$ cat src/rtl/w2m_pkg.sv
// Package: shared encodings for the wired-to-message interrupt converter.
// Assumes the group codes and doorbell slot order are the ones software programs.
package w2m_pkg;
    typedef enum logic [1:0] {
        GRP_NSR = 2'd0,
        GRP_SEI = 2'd1,
        GRP_REI = 2'd2,
        GRP_RSV = 2'd3
    } grp_e;

    localparam int DB_NSR_SET = 0;
    localparam int DB_NSR_CLR = 1;
    localparam int DB_SEI     = 2;
    localparam int DB_REI     = 3;
    localparam int DB_COUNT   = 4;

    localparam int CFG_EN_BIT    = 0;
    localparam int CFG_GRP_LO    = 1;
    localparam int CFG_PULSE_BIT = 3;
    localparam int CFG_IDX_LO    = 8;
endpackage

$ cat src/rtl/w2m_cfg_regs.sv
// Module: per-line configuration and doorbell address registers.
// Holds the enable, group, pulse mode and target index of each line, plus four doorbell
// addresses. Assumes the write-only register port and the field layout in the package.
// It also exposes the next-cycle "live" value so the pending logic can drop state the same cycle.
module w2m_cfg_regs
    import w2m_pkg::*;
#(
    parameter int NUM_LINES = 16,
    parameter int IDX_W     = 8,
    parameter int ADDR_W    = 32,
    parameter int CFG_AW    = 5
) (
    input  logic                              clk,
    input  logic                              rst_n,
    input  logic                              cfg_we,
    input  logic [CFG_AW-1:0]                 cfg_addr,
    input  logic [31:0]                       cfg_wdata,
    output logic [NUM_LINES-1:0]              live_q,
    output logic [NUM_LINES-1:0]              live_d,
    output logic [NUM_LINES-1:0]              nsr_level_q,
    output logic [NUM_LINES-1:0][1:0]         grp_q,
    output logic [NUM_LINES-1:0][IDX_W-1:0]   idx_q,
    output logic [DB_COUNT-1:0][ADDR_W-1:0]   db_q
);
    for (genvar g = 0; g < NUM_LINES; g++) begin : g_line
        logic             hit;
        logic             en_r;
        logic             en_n;
        logic [1:0]       grp_r;
        logic [1:0]       grp_n;
        logic             pulse_r;
        logic [IDX_W-1:0] idx_r;

        assign hit   = cfg_we && (cfg_addr == CFG_AW'(g));
        assign en_n  = hit ? cfg_wdata[CFG_EN_BIT] : en_r;
        assign grp_n = hit ? cfg_wdata[CFG_GRP_LO +: 2] : grp_r;

        // Purpose: capture this line's configuration fields on a matching write.
        always_ff @(posedge clk) begin
            if (!rst_n) begin
                en_r    <= 1'b0;
                grp_r   <= GRP_NSR;
                pulse_r <= 1'b0;
                idx_r   <= '0;
            end else begin
                en_r  <= en_n;
                grp_r <= grp_n;
                if (hit) begin
                    pulse_r <= cfg_wdata[CFG_PULSE_BIT];
                    idx_r   <= cfg_wdata[CFG_IDX_LO +: IDX_W];
                end
            end
        end

        assign live_q[g]      = en_r && (grp_r != GRP_RSV);
        assign live_d[g]      = en_n && (grp_n != GRP_RSV);
        assign nsr_level_q[g] = (grp_r == GRP_NSR) && !pulse_r;
        assign grp_q[g]       = grp_r;
        assign idx_q[g]       = idx_r;
    end

    for (genvar d = 0; d < DB_COUNT; d++) begin : g_db
        logic              hit;
        logic [ADDR_W-1:0] db_r;

        assign hit = cfg_we && (cfg_addr == CFG_AW'(NUM_LINES + d));

        // Purpose: hold one doorbell address.
        always_ff @(posedge clk) begin
            if (!rst_n)   db_r <= '0;
            else if (hit) db_r <= cfg_wdata[ADDR_W-1:0];
        end

        assign db_q[d] = db_r;
    end
endmodule

$ cat src/rtl/w2m_edge_track.sv
// Module: per-line edge detection and pending set/clear flags.
// A set is queued when the line's active state (input high and line live) rises.
// A clear is queued when a live level-mode non-secure line falls. A rise cancels an
// unsent clear. Pending flags are masked by the next-cycle live state, so a line that
// is disabled or set to the reserved group keeps nothing queued.
// Assumes irq_in is already synchronous to clk.
module w2m_edge_track #(
    parameter int NUM_LINES = 16
) (
    input  logic                 clk,
    input  logic                 rst_n,
    input  logic [NUM_LINES-1:0] irq_in,
    input  logic [NUM_LINES-1:0] live_q,
    input  logic [NUM_LINES-1:0] live_d,
    input  logic [NUM_LINES-1:0] nsr_level_q,
    input  logic [NUM_LINES-1:0] take_set,
    input  logic [NUM_LINES-1:0] take_clr,
    output logic [NUM_LINES-1:0] pend_set,
    output logic [NUM_LINES-1:0] pend_clr
);
    for (genvar g = 0; g < NUM_LINES; g++) begin : g_line
        logic act;
        logic act_r;
        logic in_r;
        logic set_evt;
        logic clr_evt;
        logic ps_r;
        logic pc_r;

        assign act     = irq_in[g] && live_q[g];
        assign set_evt = act && !act_r;
        assign clr_evt = live_q[g] && nsr_level_q[g] && in_r && !irq_in[g];

        // Purpose: remember last input and active state, update pending flags.
        always_ff @(posedge clk) begin
            if (!rst_n) begin
                act_r <= 1'b0;
                in_r  <= 1'b0;
                ps_r  <= 1'b0;
                pc_r  <= 1'b0;
            end else begin
                act_r <= act;
                in_r  <= irq_in[g];
                ps_r  <= ((ps_r && !take_set[g]) || set_evt) && live_d[g];
                pc_r  <= ((pc_r && !take_clr[g] && !set_evt) || clr_evt) && live_d[g];
            end
        end

        assign pend_set[g] = ps_r;
        assign pend_clr[g] = pc_r;
    end
endmodule

$ cat src/rtl/w2m_pick.sv
// Module: fixed-priority message picker.
// Grants the lowest-numbered line with any pending message. Within that line a set
// wins over a clear. Pure combinational logic, no state.
module w2m_pick #(
    parameter int NUM_LINES = 16,
    parameter int LINE_W    = 4
) (
    input  logic [NUM_LINES-1:0] pend_set,
    input  logic [NUM_LINES-1:0] pend_clr,
    output logic                 any,
    output logic [NUM_LINES-1:0] grant,
    output logic [LINE_W-1:0]    grant_idx,
    output logic                 is_clr
);
    logic [NUM_LINES-1:0] pend_any;
    assign pend_any = pend_set | pend_clr;

    // Purpose: scan from the top down so the lowest pending line wins.
    always_comb begin
        grant     = '0;
        grant_idx = '0;
        is_clr    = 1'b0;
        for (int i = NUM_LINES - 1; i >= 0; i--) begin
            if (pend_any[i]) begin
                grant     = '0;
                grant[i]  = 1'b1;
                grant_idx = LINE_W'(i);
                is_clr    = !pend_set[i];
            end
        end
    end

    assign any = |pend_any;
endmodule

$ cat src/rtl/w2m_irq_bridge.sv
// Module: wired-to-message interrupt converter top.
// Turns level interrupt wires into doorbell writes on a valid/ready request master.
// The output is registered. A new message is loaded whenever the port is empty or the
// current one is being accepted, so one message can leave per cycle.
// Assumes irq_in is synchronous to clk and that the downstream fabric keeps its own ordering.
module w2m_irq_bridge
    import w2m_pkg::*;
#(
    parameter int NUM_LINES = 16,
    parameter int IDX_W     = 8,
    parameter int ADDR_W    = 32,
    parameter int DATA_W    = 32,
    parameter int CFG_AW    = $clog2(NUM_LINES + DB_COUNT)
) (
    input  logic                 clk,
    input  logic                 rst_n,
    input  logic [NUM_LINES-1:0] irq_in,
    input  logic                 cfg_we,
    input  logic [CFG_AW-1:0]    cfg_addr,
    input  logic [31:0]          cfg_wdata,
    output logic                 m_valid,
    input  logic                 m_ready,
    output logic [ADDR_W-1:0]    m_addr,
    output logic [DATA_W-1:0]    m_data
);
    localparam int LINE_W = (NUM_LINES > 1) ? $clog2(NUM_LINES) : 1;

    logic [NUM_LINES-1:0]            live_q;
    logic [NUM_LINES-1:0]            live_d;
    logic [NUM_LINES-1:0]            nsr_level_q;
    logic [NUM_LINES-1:0][1:0]       grp_q;
    logic [NUM_LINES-1:0][IDX_W-1:0] idx_q;
    logic [DB_COUNT-1:0][ADDR_W-1:0] db_q;
    logic [NUM_LINES-1:0]            pend_set;
    logic [NUM_LINES-1:0]            pend_clr;
    logic [NUM_LINES-1:0]            take_set;
    logic [NUM_LINES-1:0]            take_clr;
    logic [NUM_LINES-1:0]            grant;
    logic [LINE_W-1:0]               grant_idx;
    logic                            any;
    logic                            is_clr;
    logic                            load;
    logic [ADDR_W-1:0]               next_addr;

    w2m_cfg_regs #(
        .NUM_LINES(NUM_LINES), .IDX_W(IDX_W), .ADDR_W(ADDR_W), .CFG_AW(CFG_AW)
    ) u_cfg (
        .clk(clk), .rst_n(rst_n), .cfg_we(cfg_we), .cfg_addr(cfg_addr),
        .cfg_wdata(cfg_wdata), .live_q(live_q), .live_d(live_d),
        .nsr_level_q(nsr_level_q), .grp_q(grp_q), .idx_q(idx_q), .db_q(db_q)
    );

    w2m_edge_track #(.NUM_LINES(NUM_LINES)) u_track (
        .clk(clk), .rst_n(rst_n), .irq_in(irq_in), .live_q(live_q),
        .live_d(live_d), .nsr_level_q(nsr_level_q), .take_set(take_set),
        .take_clr(take_clr), .pend_set(pend_set), .pend_clr(pend_clr)
    );

    w2m_pick #(.NUM_LINES(NUM_LINES), .LINE_W(LINE_W)) u_pick (
        .pend_set(pend_set), .pend_clr(pend_clr), .any(any), .grant(grant),
        .grant_idx(grant_idx), .is_clr(is_clr)
    );

    assign load     = !m_valid || m_ready;
    assign take_set = (load && any && !is_clr) ? grant : '0;
    assign take_clr = (load && any &&  is_clr) ? grant : '0;

    // Purpose: map the granted line's group and message kind to a doorbell address.
    always_comb begin
        if (is_clr) begin
            next_addr = db_q[DB_NSR_CLR];
        end else begin
            unique case (grp_e'(grp_q[grant_idx]))
                GRP_SEI: next_addr = db_q[DB_SEI];
                GRP_REI: next_addr = db_q[DB_REI];
                default: next_addr = db_q[DB_NSR_SET];
            endcase
        end
    end

    // Purpose: output register of the write-request master.
    always_ff @(posedge clk) begin
        if (!rst_n) begin
            m_valid <= 1'b0;
            m_addr  <= '0;
            m_data  <= '0;
        end else if (load) begin
            m_valid <= any;
            if (any) begin
                m_addr <= next_addr;
                m_data <= DATA_W'(idx_q[grant_idx]);
            end
        end
    end
endmodule

$ cat config.mk
export PLATFORM = sky130hd
export DESIGN_NAME = w2m_irq_bridge
export DESIGN_NICKNAME = d
export VERILOG_FILES = /design/src/rtl/w2m_pkg.sv /design/src/rtl/w2m_cfg_regs.sv /design/src/rtl/w2m_edge_track.sv /design/src/rtl/w2m_pick.sv /design/src/rtl/w2m_irq_bridge.sv
export SDC_FILE = /design/constraint.sdc
export NUM_CORES = 1
export LEC_CHECK = 0
export ABC_AREA = 1
export BUFFER_PORTS_ARGS = -buffer_cell sky130_fd_sc_hd__buf_2
export CORE_UTILIZATION = 55
export DETAILED_ROUTE_END_ITERATION = 10
export GPL_TIMING_DRIVEN = 0
export PLACE_DENSITY = 0.73
export SLEW_MARGIN = 20
export SYNTH_ARGS = -nofsm -noshare
export SYNTH_HDL_FRONTEND = slang
export SYNTH_SLANG_ARGS = --single-unit
$ cat constraint.sdc
create_clock -name clk -period 8.9 [get_ports clk]
set_input_delay 1.335 -clock clk [delete_from_list [all_inputs] [get_ports clk]]
set_output_delay 1.335 -clock clk [all_outputs]
set_load 0.02 [all_outputs]
==> reports/qor.json, run 1 <==
{
  "power": {
    "power.share.combinational_pct": 4.9,
    "p_seq_share_pct": 48.7,
    "power_switching_mw": 0.940,
    "clockPowerShare_pct": 46.4,
    "worst_vdd_rail_ir_drop_mv": 0.133,
    "p_int_mw": 3.03,
    "power.density_cell_area_nw_per_um2": 186,
    "p_leak_nw": 8.28,
    "sw_frac_of_total_pct": 23.7
  },
  "floorplan": {
    "die_span_x_um": 187,
    "rows": 67,
    "die-area_um2": 34900,
    "coreArea_um2": 33500,
    "initial_core_utilization_pct": 56.0,
    "die_height_um": 187,
    "floorplan.io_pins": 122
  },
  "placed_design": {
    "final_estimated_routing_congestion_in_global_placement": 1.00,
    "place.detailed.instances": 3196,
    "port_buffers": 84,
    "dp.final_hpwl_um": 44400
  },
  "clock_tree": {
    "cts_num_sinks": 425,
    "cts_tree": "yes",
    "clk_transition_reported_paths_ns": 0.06,
    "cts_root_buf": "sky130_fd_sc_hd__clkbuf_16",
    "clkLatencyLatePin_ns": 0.57,
    "cts.repair.resized": 0,
    "h-tree-depth": 2,
    "post-cts-setup-buffer-count": 0,
    "cts.hold.buffers_added": 0,
    "cts_buffers": 45,
    "clk_path_buf_depth": 3
  },
  "global_routing": {
    "maximum_number_of_pins_on_one_net_before_global_route_repair": 14,
    "global_route.usage.total_pct": 33.9,
    "first_global_vias": 17200,
    "grt_pass1_wl_um": 93900,
    "initial_antenna_violation_count": 0,
    "globalRoute.totalOverflow": 0
  },
  "sta": {
    "totalNegativeSetupSlack_ns": 0,
    "hold_violations": 0,
    "rsz_0062_raised_after_global_routing": "false",
    "timing.final.max_slew_violations": 0,
    "fmax_ghz": 0.199,
    "max-slew-margin-rel_pct": 19.8,
    "period_needed_ns": 5.01,
    "tightestPinTransition_ns": 1.19,
    "min_period_over_period_pct": 56.3,
    "setup_viol": 0,
    "worst_clock_skew_ns": 0.0169
  },
  "worst_setup_path": {
    "data_arrival_at_the_endpoint_of_the_critical_path_ns": 5.52,
    "worst_r2r_endpoint": "m_addr[30]",
    "critical_path.startpoint_type": "flip-flop",
    "ff2ff_setup_slack_ns": 3.89,
    "criticalPathCategory": "flip-flop to flip-flop",
    "crit-reg2reg-launch": "u_track.g_line[12].pc_r",
    "setup.worst_path.end_class": "flip-flop",
    "worstRegToRegCells": 25,
    "worst-endpoint-required_ns": 9.41,
    "path_max_fanout": 10
  },
  "route": {
    "drc": 0,
    "ant_nets": 0,
    "dr.pass1.iters": 6,
    "detail_route.iter0.violations": 2019,
    "via_per_inst": 5.69,
    "detailroute.via_count": 18600,
    "wire_length_per_cell_um": 18.5,
    "drt_wl_total_um": 60600
  },
  "layout": {
    "diodes": 0,
    "layout-drive-gt1-share_pct": 7.67,
    "finalNetCount": 2854,
    "nFillCells": 3088,
    "area.growth.synth_to_final_pct": 13.3,
    "finish.cell_count_without_fillers": 3276
  },
  "synth": {
    "synth_top_cell_by_area": "sky130_fd_sc_hd__dfxtp_1",
    "gate_count_post_synth": 2641,
    "ys.warnings.count": 0,
    "synth.most_common_cell": "sky130_fd_sc_hd__dfxtp_1",
    "seq_area_frac_synth_pct": 45.3,
    "ys_types": 30,
    "syn_avg_cell_area_um2": 7.11,
    "netlist.area_leader.share_pct": 45.3,
    "synth_async_sr_flop_share_pct": 0,
    "ys_seq_elements": 425,
    "post_synth_most_frequent_cells": "sky130_fd_sc_hd__dfxtp_1 (425), sky130_fd_sc_hd__inv_1 (354), sky130_fd_sc_hd__o21ai_0 (336), sky130_fd_sc_hd__nand2_1 (327), sky130_fd_sc_hd__a21oi_1 (308)",
    "ys.flop_type": "sky130_fd_sc_hd__dfxtp_1",
    "netlist_area_um2": 18800,
    "synth_top_cells_by_area": "sky130_fd_sc_hd__dfxtp_1 (45%), sky130_fd_sc_hd__o21ai_0 (9.0%), sky130_fd_sc_hd__a21oi_1 (8.2%)",
    "synth-edff-count": 0
  },
  "run": {
    "maxCapViolCount": 0
  },
  "hold_path": {
    "min_to": "u_cfg.g_db[1].db_r[22]",
    "hold_path.class": "flip-flop to flip-flop",
    "hold-path-cell-count": 2,
    "hp-start": "u_cfg.g_db[1].db_r[22]"
  },
  "outcome": {
    "run_status": "finished, final reports clean"
  }
}
logic make-up after synthesis:
| family | synth area share (%) |
|---|---|
| buf+inv | 12.6 |
| flops | 45.3 |
| mux | 0.480 |
| fa+ha+maj | 0.133 |
| other cells | 0.0200 |
| compound gates | 21.6 |
| simple gates | 19.8 |
metal layers:
| metal | routed length (um) | global-route usage (%) | part of all wire [%] | vias up |
|---|---|---|---|---|
| met3 | 5210 | 5.48 | 8.6 | 145 |
| met4 | 2180 | 13.5 | 3.6 | 0 |
| met2 | 28100 | 56.1 | 46 | 891 |
| li1 | - | - | - | 8997 |
| met1 | 25100 | 44.3 | 41 | 8614 |
| met5 | 0 | 0 | 0 | - |
cells in the final DEF, fill, tap and decap left out, drive strengths merged:
| cell type | instances |
|---|---|
| clkbuf | 235 |
| a31oi | 2 |
| dfxtp | 425 |
| nor4 | 5 |
| a21oi | 308 |
| nor3 | 35 |
| o221ai | 19 |
| conb | 24 |
| ha | 2 |
| nand4 | 64 |
| buf | 138 |
| a211oi | 16 |
| o21ai | 337 |
| nand2 | 327 |
| clkinvlp | 2 |
| nand3b | 1 |
| inv | 369 |
| bufinv | 2 |
| nand3 | 204 |
| clkinv | 11 |
| o22ai | 49 |
| or2 | 6 |
| mux2i | 9 |
| o211ai | 29 |
| nor2 | 209 |
power groups by stage:
stage                     Sequential [mW]  Combinational [mW]  Clock (mW)
final                                1.93               0.195        1.84
after global routing                 1.93               0.211        1.92
after CTS                            1.93               0.190        1.85
after detailed placement             1.97               0.188           0
after global placement               1.97               0.185           0
after floorplan                      1.97               0.117           0
sequential cells by signal, indices dropped and copies added (netlist names):
signal	cells
m_data	8
m_valid	1
u_cfg.g_line.idx_r	128
u_cfg.g_line.grp_r	32
u_track.g_line.ps_r	16
u_track.g_line.act_r	16
u_cfg.g_line.en_r	16
m_addr	32
u_track.g_line.in_r	16
u_track.g_line.pc_r	16
u_cfg.g_line.pulse_r	16
u_cfg.g_db.db_r	128
layout make-up:
type,instances,area (um2),area share (%)
Inverter,370,1390,6.53
Multi-Input combinational cell,1646,8000,37.6
Buffer,223,980,4.60
Clock inverter,14,148,0.694
Timing Repair Buffer,84,420,1.98
Sequential cell,425,8510,40.0
Tap cell,448,561,2.63
Clock buffer,66,1270,5.99
critical path: stages (launching register included):
cell,delay [ns]
sky130_fd_sc_hd__dfxtp_1,0.31
sky130_fd_sc_hd__nor2_1,0.26
sky130_fd_sc_hd__o21ai_0,0.18
sky130_fd_sc_hd__nand3_1,0.13
sky130_fd_sc_hd__nand3_1,0.10
sky130_fd_sc_hd__nand3_1,0.11
sky130_fd_sc_hd__nand3_1,0.08
sky130_fd_sc_hd__nand3_1,0.10
sky130_fd_sc_hd__nand3_1,0.07
sky130_fd_sc_hd__nand2_1,0.40
sky130_fd_sc_hd__clkbuf_1,0.54
sky130_fd_sc_hd__clkbuf_1,0.43
sky130_fd_sc_hd__nand2_1,0.10
sky130_fd_sc_hd__a21oi_1,0.20
sky130_fd_sc_hd__o221ai_1,0.21
sky130_fd_sc_hd__nand2_1,0.21
sky130_fd_sc_hd__inv_1,0.06
sky130_fd_sc_hd__ha_1,0.28
sky130_fd_sc_hd__inv_2,0.17
sky130_fd_sc_hd__clkbuf_1,0.45
sky130_fd_sc_hd__nand2_1,0.09
sky130_fd_sc_hd__o21ai_0,0.13
sky130_fd_sc_hd__nand3_1,0.11
sky130_fd_sc_hd__nand3_1,0.10
sky130_fd_sc_hd__nand2_1,0.05
sky130_fd_sc_hd__inv_1,0.06
worst max-delay path by stage:
| stage | start | to | cells past startpoint |
|---|---|---|---|
| final | u_track.g_line[12].pc_r | m_addr[30] | 25 |
| after detailed placement | u_track.g_line[12].pc_r | m_addr[11] | 26 |
| after floorplan | u_track.g_line[12].pc_r | m_addr[12] | 25 |
| after global placement | u_track.g_line[12].pc_r | m_addr[12] | 26 |
| after global routing | u_track.g_line[12].pc_r | m_addr[30] | 25 |
| after CTS | u_track.g_line[12].pc_r | m_addr[30] | 25 |
through the flow:
step	util, %	power [mW]	setup WS [ns]	cell area, um2	hold WS, ns
final	63.4	3.96	3.89	21300	0.446
after floorplan	-	2.09	5.63	18900	0.424
after global routing	63.4	4.07	3.51	21300	0.461
after CTS	63.4	3.97	4.12	21300	0.446
after detailed placement	59.2	2.16	4.15	19900	0.437
after global placement	59.2	2.16	4.18	19900	0.433
Power figures use the tool's default switching activity.
==> run 2, diff against run 1 <==
==> constraint.sdc (replaced) <==
create_clock -name clk -period 4.9 [get_ports clk]
set_input_delay 0.735 -clock clk [delete_from_list [all_inputs] [get_ports clk]]
set_output_delay 0.735 -clock clk [all_outputs]
set_load 0.02 [all_outputs]
==> run 2 against run 1 <==
Clock-buffer cell count stayed put. Sequential power grew 82%. Wire length barely moved. Flip-flop and latch count stayed put. Largest power group unchanged. Global-route usage stayed put. Sequential share of layout area is essentially flat. Non-clock buffer count down 1. Fmax increased by 10%. Combinational power increased by 82%. Die area did not move. Power increased by 82%.
==> reports/qor.json, run 2 (synthesis gave the netlist of run 1 again) <==
{
  "floorplan": {
    "coreArea": {"value": 33500, "unit": "um2", "change": "unchanged"},
    "initial_core_utilization": {"value": 56.0, "unit": "%", "change": "unchanged"},
    "floorplan.io_pins": {"value": 122, "change": "unchanged"},
    "die_span_x": {"value": 187, "unit": "um", "change": "unchanged"},
    "die-area": {"value": 34900, "unit": "um2", "change": "unchanged"},
    "die_height": {"value": 187, "unit": "um", "change": "unchanged"},
    "rows": {"value": 67, "change": "unchanged"}
  },
  "route": {
    "drt_wl_total": {"value": 60600, "unit": "um", "change": "about the same"},
    "dr.pass1.iters": {"value": 7, "change": "+1"},
    "detail_route.iter0.violations": {"value": 2047, "change": "+1.4%"},
    "wire_length_per_cell": {"value": 18.5, "unit": "um", "change": "about the same"},
    "detailroute.via_count": {"value": 18700, "change": "+0.39%"},
    "drc": {"value": 0, "change": "unchanged"},
    "via_per_inst": {"value": 5.72, "change": "+0.42%"},
    "ant_nets": {"value": 0, "change": "unchanged"}
  },
  "worst_setup_path": {
    "path_max_fanout": {"value": 10, "change": "unchanged"},
    "worst_path_largest_cell_delay": {"value": 0.41, "unit": "ns", "change": "-0.13 ns"},
    "criticalPathCategory": "flip-flop to flip-flop",
    "cell_type_with_the_highest_occurrence_count_on_the_critical_path": "sky130_fd_sc_hd__nand3_1",
    "critical_path.n_buffers_inverters": {"value": 7, "change": "+1"},
    "worst-path-stages": {"value": 25, "change": "unchanged"},
    "timing.critical_path.slowest_stage_cell": "sky130_fd_sc_hd__clkbuf_1",
    "setup.worst_path.end_class": "flip-flop",
    "worst-endpoint-required": {"value": 5.36, "unit": "ns", "change": "-4.05 ns"},
    "data_arrival_at_the_endpoint_of_the_critical_path": {"value": 5.00, "unit": "ns", "change": "-0.52 ns"},
    "worstRegToRegCells": {"value": 25, "change": "unchanged"},
    "critical_path.startpoint_type": "flip-flop",
    "critical_path.top_delay_family": "simple AND/OR/NAND/NOR gates"
  },
  "sta": {
    "timing.final.max_slew_violations": {"value": 0, "change": "unchanged"},
    "final.setup.worst_slack": {"value": 0.362, "unit": "ns", "change": "-3.52 ns"},
    "worst_clock_skew": {"value": 0.0138, "unit": "ns", "change": "-0.00317 ns"},
    "totalNegativeSetupSlack": {"value": 0, "unit": "ns", "change": "unchanged"},
    "tightestPinTransition": {"value": 1.24, "unit": "ns", "change": "+0.0503 ns"},
    "period_needed": {"value": 4.54, "unit": "ns", "change": "-0.476 ns"},
    "max-slew-margin-rel": {"value": 16.4, "unit": "%", "change": "-3.4 points"},
    "fmax": {"value": 0.220, "unit": "GHz", "change": "+10%"},
    "min_period_over_period": {"value": 92.6, "unit": "%", "change": "+36 points"},
    "rsz_0062_raised_after_global_routing": "false",
    "setup_viol": {"value": 0, "change": "unchanged"},
    "hold_worst_slack": {"value": 0.391, "unit": "ns", "change": "-0.0551 ns"},
    "hold_violations": {"value": 0, "change": "unchanged"}
  },
  "placed_design": {
    "dpl-instance-area": {"value": 19900, "unit": "um2", "change": "unchanged"},
    "port_buffers": {"value": 84, "change": "unchanged"},
    "final_estimated_routing_congestion_in_global_placement": {"value": 1.00, "change": "unchanged"},
    "dp.final_hpwl": {"value": 44400, "unit": "um", "change": "unchanged"},
    "detailedPlace.worstSlack": {"value": 0.149, "unit": "ns", "change": "-4.00 ns"}
  },
  "clock_tree": {
    "clk_transition_reported_paths": {"value": 0.06, "unit": "ns", "change": "about the same"},
    "cts_tree": "yes",
    "cts_root_buf": "sky130_fd_sc_hd__clkbuf_16",
    "clk_path_buf_depth": {"value": 3, "change": "unchanged"},
    "cts_num_sinks": {"value": 425, "change": "unchanged"},
    "cts.hold.buffers_added": {"value": 0, "change": "unchanged"},
    "cts_buffers": {"value": 45, "change": "unchanged"},
    "clkLatencyLatePin": {"value": 0.57, "unit": "ns", "change": "about the same"},
    "h-tree-depth": {"value": 2, "change": "unchanged"}
  },
  "power": {
    "power.density_cell_area": {"value": 338, "unit": "nW/um2", "change": "+82%"},
    "p_leak": {"value": 8.31, "unit": "nW", "change": "+0.38%"},
    "fin_total_pwr": {"value": 7.21, "unit": "mW", "change": "+82%"},
    "worst_vdd_rail_ir_drop": {"value": 0.242, "unit": "mV", "change": "+82%"}
  },
  "hold_path": {
    "hold_path.class": "primary input to flip-flop",
    "hold-path-cell-count": {"value": 3, "change": "+1"}
  },
  "layout": {
    "final_common_cell": "sky130_fd_sc_hd__dfxtp_1",
    "multiInputGateArea": {"value": 8010, "unit": "um2", "change": "+0.17%"},
    "finalNetCount": {"value": 2853, "change": "-0.035%"},
    "biggestRegsByFlops": "u_cfg.g_db.db_r x128, u_cfg.g_line.idx_r x128",
    "layout-drive-gt1-share": {"value": 8.14, "unit": "%", "change": "+0.46 points"},
    "diodes": {"value": 0, "change": "unchanged"},
    "area.growth.synth_to_final_pct": 13.4,
    "nFillCells": {"value": 3088, "change": "unchanged"},
    "mostFrequentLayoutCells": "sky130_fd_sc_hd__dfxtp_1 (425), sky130_fd_sc_hd__inv_1 (354), sky130_fd_sc_hd__o21ai_0 (336), sky130_fd_sc_hd__nand2_1 (326), sky130_fd_sc_hd__a21oi_1 (307)",
    "regArea": {"value": 8510, "unit": "um2", "change": "unchanged"},
    "final_design_area_no_fill": {"value": 21300, "unit": "um2", "change": "+0.11%"}
  },
  "run": {
    "maxCapViolCount": {"value": 0, "change": "unchanged"}
  },
  "outcome": {
    "run_status": "finished, final reports clean"
  },
  "global_routing": {
    "first_global_vias": {"value": 17200, "change": "unchanged"},
    "initial_antenna_violation_count": {"value": 0, "change": "unchanged"},
    "maximum_number_of_pins_on_one_net_before_global_route_repair": {"value": 14, "change": "unchanged"},
    "global_route.usage.total": {"value": 33.9, "unit": "%", "change": "unchanged"},
    "globalRoute.totalOverflow": {"value": 0, "change": "unchanged"},
    "grt_pass1_wl": {"value": 93900, "unit": "um", "change": "unchanged"}
  }
}
-- run 2: cell count changes in the layout (fill, tap and decap cells not counted) --
cell / change
sky130_fd_sc_hd__a21oi_4: +1
sky130_fd_sc_hd__nand2_1: -1
sky130_fd_sc_hd__clkbuf_1: -12
sky130_fd_sc_hd__a21oi_1: -1
sky130_fd_sc_hd__clkbuf_2: +11
sky130_fd_sc_hd__nand2_2: +1
-- run 2: worst paths after layout --
kind                            from                 endpoint  slack, ns
max          u_track.g_line[12].pc_r                m_addr[9]       0.36
min                       irq_in[12]  u_track.g_line[12].in_r       0.39
max reg2reg  u_track.g_line[12].pc_r                m_addr[9]       0.36
min reg2reg   u_cfg.g_db[0].db_r[25]   u_cfg.g_db[0].db_r[25]       0.45
-- run 2: per-stage QoR --
stage / util [%] / instances
global route: 63.5 / 3275
CTS: 63.4 / 3276
global placement: 59.2 / 3196
detailed placement: 59.2 / 3196
floorplan: - / 2664
finish: 63.5 / 3275
-- run 2: report_power, final --
part	leakage, nW	switching, mW	internal [mW]
clock	0.696	1.43	1.92
sequential	3.43	0.0144	3.49
combinational	4.19	0.266	0.0871
-- run 2: layout make-up --
class / count / share of cell area, %
clock inverter: 14 / 0.693
multi-input combinational: 1646 / 37.6
tap: 448 / 2.63
sequential: 425 / 39.9
buffer: 222 / 4.65
clock buffer: 66 / 5.99
timing repair buffer: 84 / 1.97
inverter: 370 / 6.52
-- run 2: repair_timing --
| item | in CTS | in global routing |
|---|---|---|
| setup buffers | 0 | 0 |
| gates resized for setup | 0 | 25 |
| endpoints found under the setup margin | 0 | 32 |
-- run 2: metal layers --
layer | share of wire (%) | vias up | global-route usage (%)
met5 | 0.038 | - | 0
met4 | 3.6 | 2 | 13.5
met3 | 8.3 | 150 | 5.48
met2 | 46 | 928 | 56.1
met1 | 42 | 8642 | 44.3
li1 | - | 8997 | -
-- run 2: worst min-delay path, stage by stage --
cell,delay (ns)
sky130_fd_sc_hd__buf_2,0.08
sky130_fd_sc_hd__nand2_1,0.05
sky130_fd_sc_hd__inv_1,0.05
==> run 3, diff against run 2 <==
--- a/config.mk
+++ b/config.mk
@@ -10,7 +10,7 @@
 export CORE_UTILIZATION = 55
 export DETAILED_ROUTE_END_ITERATION = 10
 export GPL_TIMING_DRIVEN = 0
-export PLACE_DENSITY = 0.73
+export PLACE_DENSITY = 0.76
 export SLEW_MARGIN = 20
 export SYNTH_ARGS = -nofsm -noshare
 export SYNTH_HDL_FRONTEND = slang
==> constraint.sdc (replaced) <==
create_clock -name clk -period 4.09 [get_ports clk]
set_input_delay 0.6135 -clock clk [delete_from_list [all_inputs] [get_ports clk]]
set_output_delay 0.6135 -clock clk [all_outputs]
set_load 0.02 [all_outputs]
==> run 3 against run 2 <==
Clock power rose by 33%. Fmax increased by 17%. Sequential power grew 20%. Design area up 1.5%. Critical path type unchanged. Largest cell class unchanged.
==> reports/qor.json, run 3 (synthesis gave the netlist of run 1 again) <==
{
  "outcome": {
    "run_status": "finished, final reports clean"
  },
  "route": {
    "detailroute.via_count": {"value": 19100, "change": "+2.2%"},
    "drc": {"value": 0, "change": "unchanged"},
    "ant_nets": {"value": 0, "change": "unchanged"},
    "wire_length_per_cell": {"value": 18.8, "unit": "um", "change": "+1.7%"},
    "dr.pass1.iters": {"value": 6, "change": "-1"},
    "via_per_inst": {"value": 5.82, "change": "+1.9%"},
    "detail_route.iter0.violations": {"value": 2079, "change": "+1.6%"},
    "drt_wl_total": {"value": 61800, "unit": "um", "change": "+2.0%"}
  },
  "clock_tree": {
    "clk_path_buf_depth": {"value": 3, "change": "unchanged"},
    "cts_buffers": {"value": 45, "change": "unchanged"},
    "clk_transition_reported_paths": {"value": 0.06, "unit": "ns", "change": "about the same"},
    "cts_tree": "yes",
    "cts_root_buf": "sky130_fd_sc_hd__clkbuf_16",
    "h-tree-depth": {"value": 2, "change": "unchanged"},
    "cts_num_sinks": {"value": 425, "change": "unchanged"},
    "clkLatencyLatePin": {"value": 0.55, "unit": "ns", "change": "-0.02 ns"}
  },
  "worst_setup_path": {
    "criticalPathCategory": "flip-flop to flip-flop",
    "data_arrival_at_the_endpoint_of_the_critical_path": {"value": 4.34, "unit": "ns", "change": "-0.66 ns"},
    "ff2ff_setup_slack": {"value": 0.20, "unit": "ns", "change": "-0.17 ns"},
    "worst_path_largest_cell_delay": {"value": 0.43, "unit": "ns", "change": "+0.02 ns"},
    "critical_path.startpoint_type": "flip-flop",
    "worst-path-stages": {"value": 23, "change": "-8.0%"},
    "worst-endpoint-required": {"value": 4.53, "unit": "ns", "change": "-0.83 ns"},
    "critical_path.n_buffers_inverters": {"value": 8, "change": "+1"},
    "path_max_fanout": {"value": 10, "change": "unchanged"},
    "worst_r2r_endpoint": "m_addr[13]",
    "cell_type_with_the_highest_occurrence_count_on_the_critical_path": "sky130_fd_sc_hd__inv_1",
    "setup.worst_path.end_class": "flip-flop",
    "timing.critical_path.slowest_stage_cell": "sky130_fd_sc_hd__a21oi_2",
    "critical_path.top_delay_family": "simple AND/OR/NAND/NOR gates",
    "crit-reg2reg-launch": "u_track.g_line[9].pc_r",
    "crit_path_cell_trace": "nor2_1 > inv_1 > nor3_1 > inv_1 > nor2_1 > nand2_1 > a21oi_2 > inv_2 > clkbuf_1 > nand3_1 > nand3_1 > nand2_1 > inv_1 > ha_1 > inv_1 > buf_4 > o22ai_1 > nand2_1 > o21ai_0 > nand3_1 > nand3_1 > nand2_1 > inv_1",
    "worstRegToRegCells": {"value": 23, "change": "-8.0%"}
  },
  "layout": {
    "area.growth.synth_to_final_pct": 15.1,
    "diodes": {"value": 0, "change": "unchanged"},
    "layout-drive-gt1-share": {"value": 9.20, "unit": "%", "change": "+1.1 points"},
    "final_common_cell": "sky130_fd_sc_hd__dfxtp_1",
    "biggestRegsByFlops": "u_cfg.g_db.db_r x128, u_cfg.g_line.idx_r x128",
    "finish.cell_count_without_fillers": {"value": 3284, "change": "+0.27%"},
    "mostFrequentLayoutCells": "sky130_fd_sc_hd__dfxtp_1 (425), sky130_fd_sc_hd__inv_1 (354), sky130_fd_sc_hd__o21ai_0 (335), sky130_fd_sc_hd__nand2_1 (325), sky130_fd_sc_hd__a21oi_1 (306)",
    "finalNetCount": {"value": 2858, "change": "+0.18%"},
    "nFillCells": {"value": 3083, "change": "-0.16%"}
  },
  "power": {
    "fin_total_pwr": {"value": 9.11, "unit": "mW", "change": "+26%"},
    "worst_vdd_rail_ir_drop": {"value": 0.318, "unit": "mV", "change": "+32%"},
    "power.density_cell_area": {"value": 421, "unit": "nW/um2", "change": "+24%"},
    "p_leak": {"value": 8.50, "unit": "nW", "change": "+2.2%"}
  },
  "global_routing": {
    "initial_antenna_violation_count": {"value": 0, "change": "unchanged"},
    "global_route.usage.total": {"value": 34.7, "unit": "%", "change": "+0.79 points"},
    "grt_pass1_wl": {"value": 96700, "unit": "um", "change": "+3.0%"},
    "first_global_vias": {"value": 18000, "change": "+4.9%"},
    "globalRoute.totalOverflow": {"value": 0, "change": "unchanged"},
    "maximum_number_of_pins_on_one_net_before_global_route_repair": {"value": 20, "change": "+6"}
  },
  "sta": {
    "setup_viol": {"value": 0, "change": "unchanged"},
    "rsz_0062_raised_after_global_routing": "true",
    "min_period_over_period": {"value": 95.2, "unit": "%", "change": "+2.6 points"},
    "tightestPinTransition": {"value": 1.26, "unit": "ns", "change": "+0.0196 ns"},
    "timing.final.max_slew_violations": {"value": 0, "change": "unchanged"},
    "hold_violations": {"value": 0, "change": "unchanged"},
    "max-slew-margin-rel": {"value": 15.1, "unit": "%", "change": "-1.3 points"},
    "worst_clock_skew": {"value": 0.0162, "unit": "ns", "change": "+0.00242 ns"},
    "fmax": {"value": 0.257, "unit": "GHz", "change": "+17%"},
    "period_needed": {"value": 3.89, "unit": "ns", "change": "-0.643 ns"}
  },
  "floorplan": {
    "rows": {"value": 67, "change": "unchanged"},
    "initial_core_utilization": {"value": 56.0, "unit": "%", "change": "unchanged"},
    "floorplan.io_pins": {"value": 122, "change": "unchanged"},
    "coreArea": {"value": 33500, "unit": "um2", "change": "unchanged"},
    "die-area": {"value": 34900, "unit": "um2", "change": "unchanged"},
    "die_height": {"value": 187, "unit": "um", "change": "unchanged"},
    "die_span_x": {"value": 187, "unit": "um", "change": "unchanged"}
  },
  "hold_path": {
    "hold-path-cell-count": {"value": 3, "change": "unchanged"},
    "hp-start": "irq_in[13]",
    "hold_path.class": "primary input to flip-flop",
    "min_to": "u_track.g_line[13].in_r"
  },
  "run": {
    "maxCapViolCount": {"value": 0, "change": "unchanged"}
  },
  "placed_design": {
    "port_buffers": {"value": 84, "change": "unchanged"},
    "place.detailed.instances": {"value": 3197, "change": "+0.031%"},
    "final_estimated_routing_congestion_in_global_placement": {"value": 0.948, "change": "-5.3%"},
    "dp.final_hpwl": {"value": 44900, "unit": "um", "change": "+0.97%"}
  }
}
run 3: changes by cell type in the layout (fill, tap and decap cells not counted), sizes merged:
cell / delta
bufinv: +5
clkbuf: -10
buf: +14
run 3: worst reg2reg max path, cell delays in order, from the launching register on:
cell and delay, ns:
sky130_fd_sc_hd__dfxtp_1 0.31, sky130_fd_sc_hd__nor2_1 0.14, sky130_fd_sc_hd__inv_1 0.07, sky130_fd_sc_hd__nor3_1 0.13
sky130_fd_sc_hd__inv_1 0.13, sky130_fd_sc_hd__nor2_1 0.14, sky130_fd_sc_hd__nand2_1 0.10, sky130_fd_sc_hd__a21oi_2 0.44
sky130_fd_sc_hd__inv_2 0.22, sky130_fd_sc_hd__clkbuf_1 0.38, sky130_fd_sc_hd__nand3_1 0.20, sky130_fd_sc_hd__nand3_1 0.14
sky130_fd_sc_hd__nand2_1 0.19, sky130_fd_sc_hd__inv_1 0.06, sky130_fd_sc_hd__ha_1 0.19, sky130_fd_sc_hd__inv_1 0.18
sky130_fd_sc_hd__buf_4 0.24, sky130_fd_sc_hd__o22ai_1 0.10, sky130_fd_sc_hd__nand2_1 0.06, sky130_fd_sc_hd__o21ai_0 0.10
sky130_fd_sc_hd__nand3_1 0.11, sky130_fd_sc_hd__nand3_1 0.08, sky130_fd_sc_hd__nand2_1 0.06, sky130_fd_sc_hd__inv_1 0.04
run 3: worst max-delay path by stage:
stage | startpoint | endpoint | slack (ns)
after floorplan | u_track.g_line[12].pc_r | m_addr[12] | 0.82
after global placement | u_track.g_line[9].pc_r | m_addr[5] | -0.73
after detailed placement | u_track.g_line[12].pc_r | m_addr[30] | -0.72
after CTS | u_track.g_line[12].pc_r | m_addr[18] | 0.005
after global routing | u_track.g_line[14].pc_r | m_addr[19] | -0.01
final | u_track.g_line[9].pc_r | m_addr[13] | 0.20
run 3: per-stage QoR:
step	utilization (%)	setup slack, ns	hold slack, ns	TNS (ns)	area [um2]
after floorplan	-	0.818	0.424	0	18900
after global placement	59.2	-0.730	0.433	-21.45	19900
after detailed placement	59.2	-0.717	0.437	-20.70	19900
after CTS	64.2	0.00519	0.262	0	21500
after global routing	64.5	-0.0146	0.280	-0.0355	21600
final	64.5	0.195	0.273	0	21600
run 3: power breakdown:
group	switching [mW]	internal [mW]	total [mW]
clock network	1.73	2.75	4.47
logic	0.324	0.106	0.430
registers	0.0174	4.18	4.20
total	2.07	7.04	9.11
run 3: routing by layer:
metal  share of wire, %  vias up  GRT usage (%)  wire, um
met3                9.2      166           5.37      5700
met2                 46     1036           57.5     28700
met1                 41     8909           44.9     25200
met5                  0        -              0         0
li1                   -     9011              -         -
met4                3.7        0           15.0      2310
run 3: cell type report:
class / count / area [um2] / area share [%]
inverter: 370 / 1400 / 6.45
timing repair buffer: 90 / 465 / 2.15
sequential: 425 / 8510 / 39.4
multi-input combinational: 1646 / 8030 / 37.1
tap: 448 / 561 / 2.59
buffer: 221 / 1030 / 4.75
clock inverter: 19 / 280 / 1.30
clock buffer: 65 / 1350 / 6.26
run 3: repair_timing:
action	in CTS	in global routing
pin swaps	0	2
buffers inserted	0	5
resized for setup	25	37
hold buffers	0	0
setup endpoints to repair	32	32
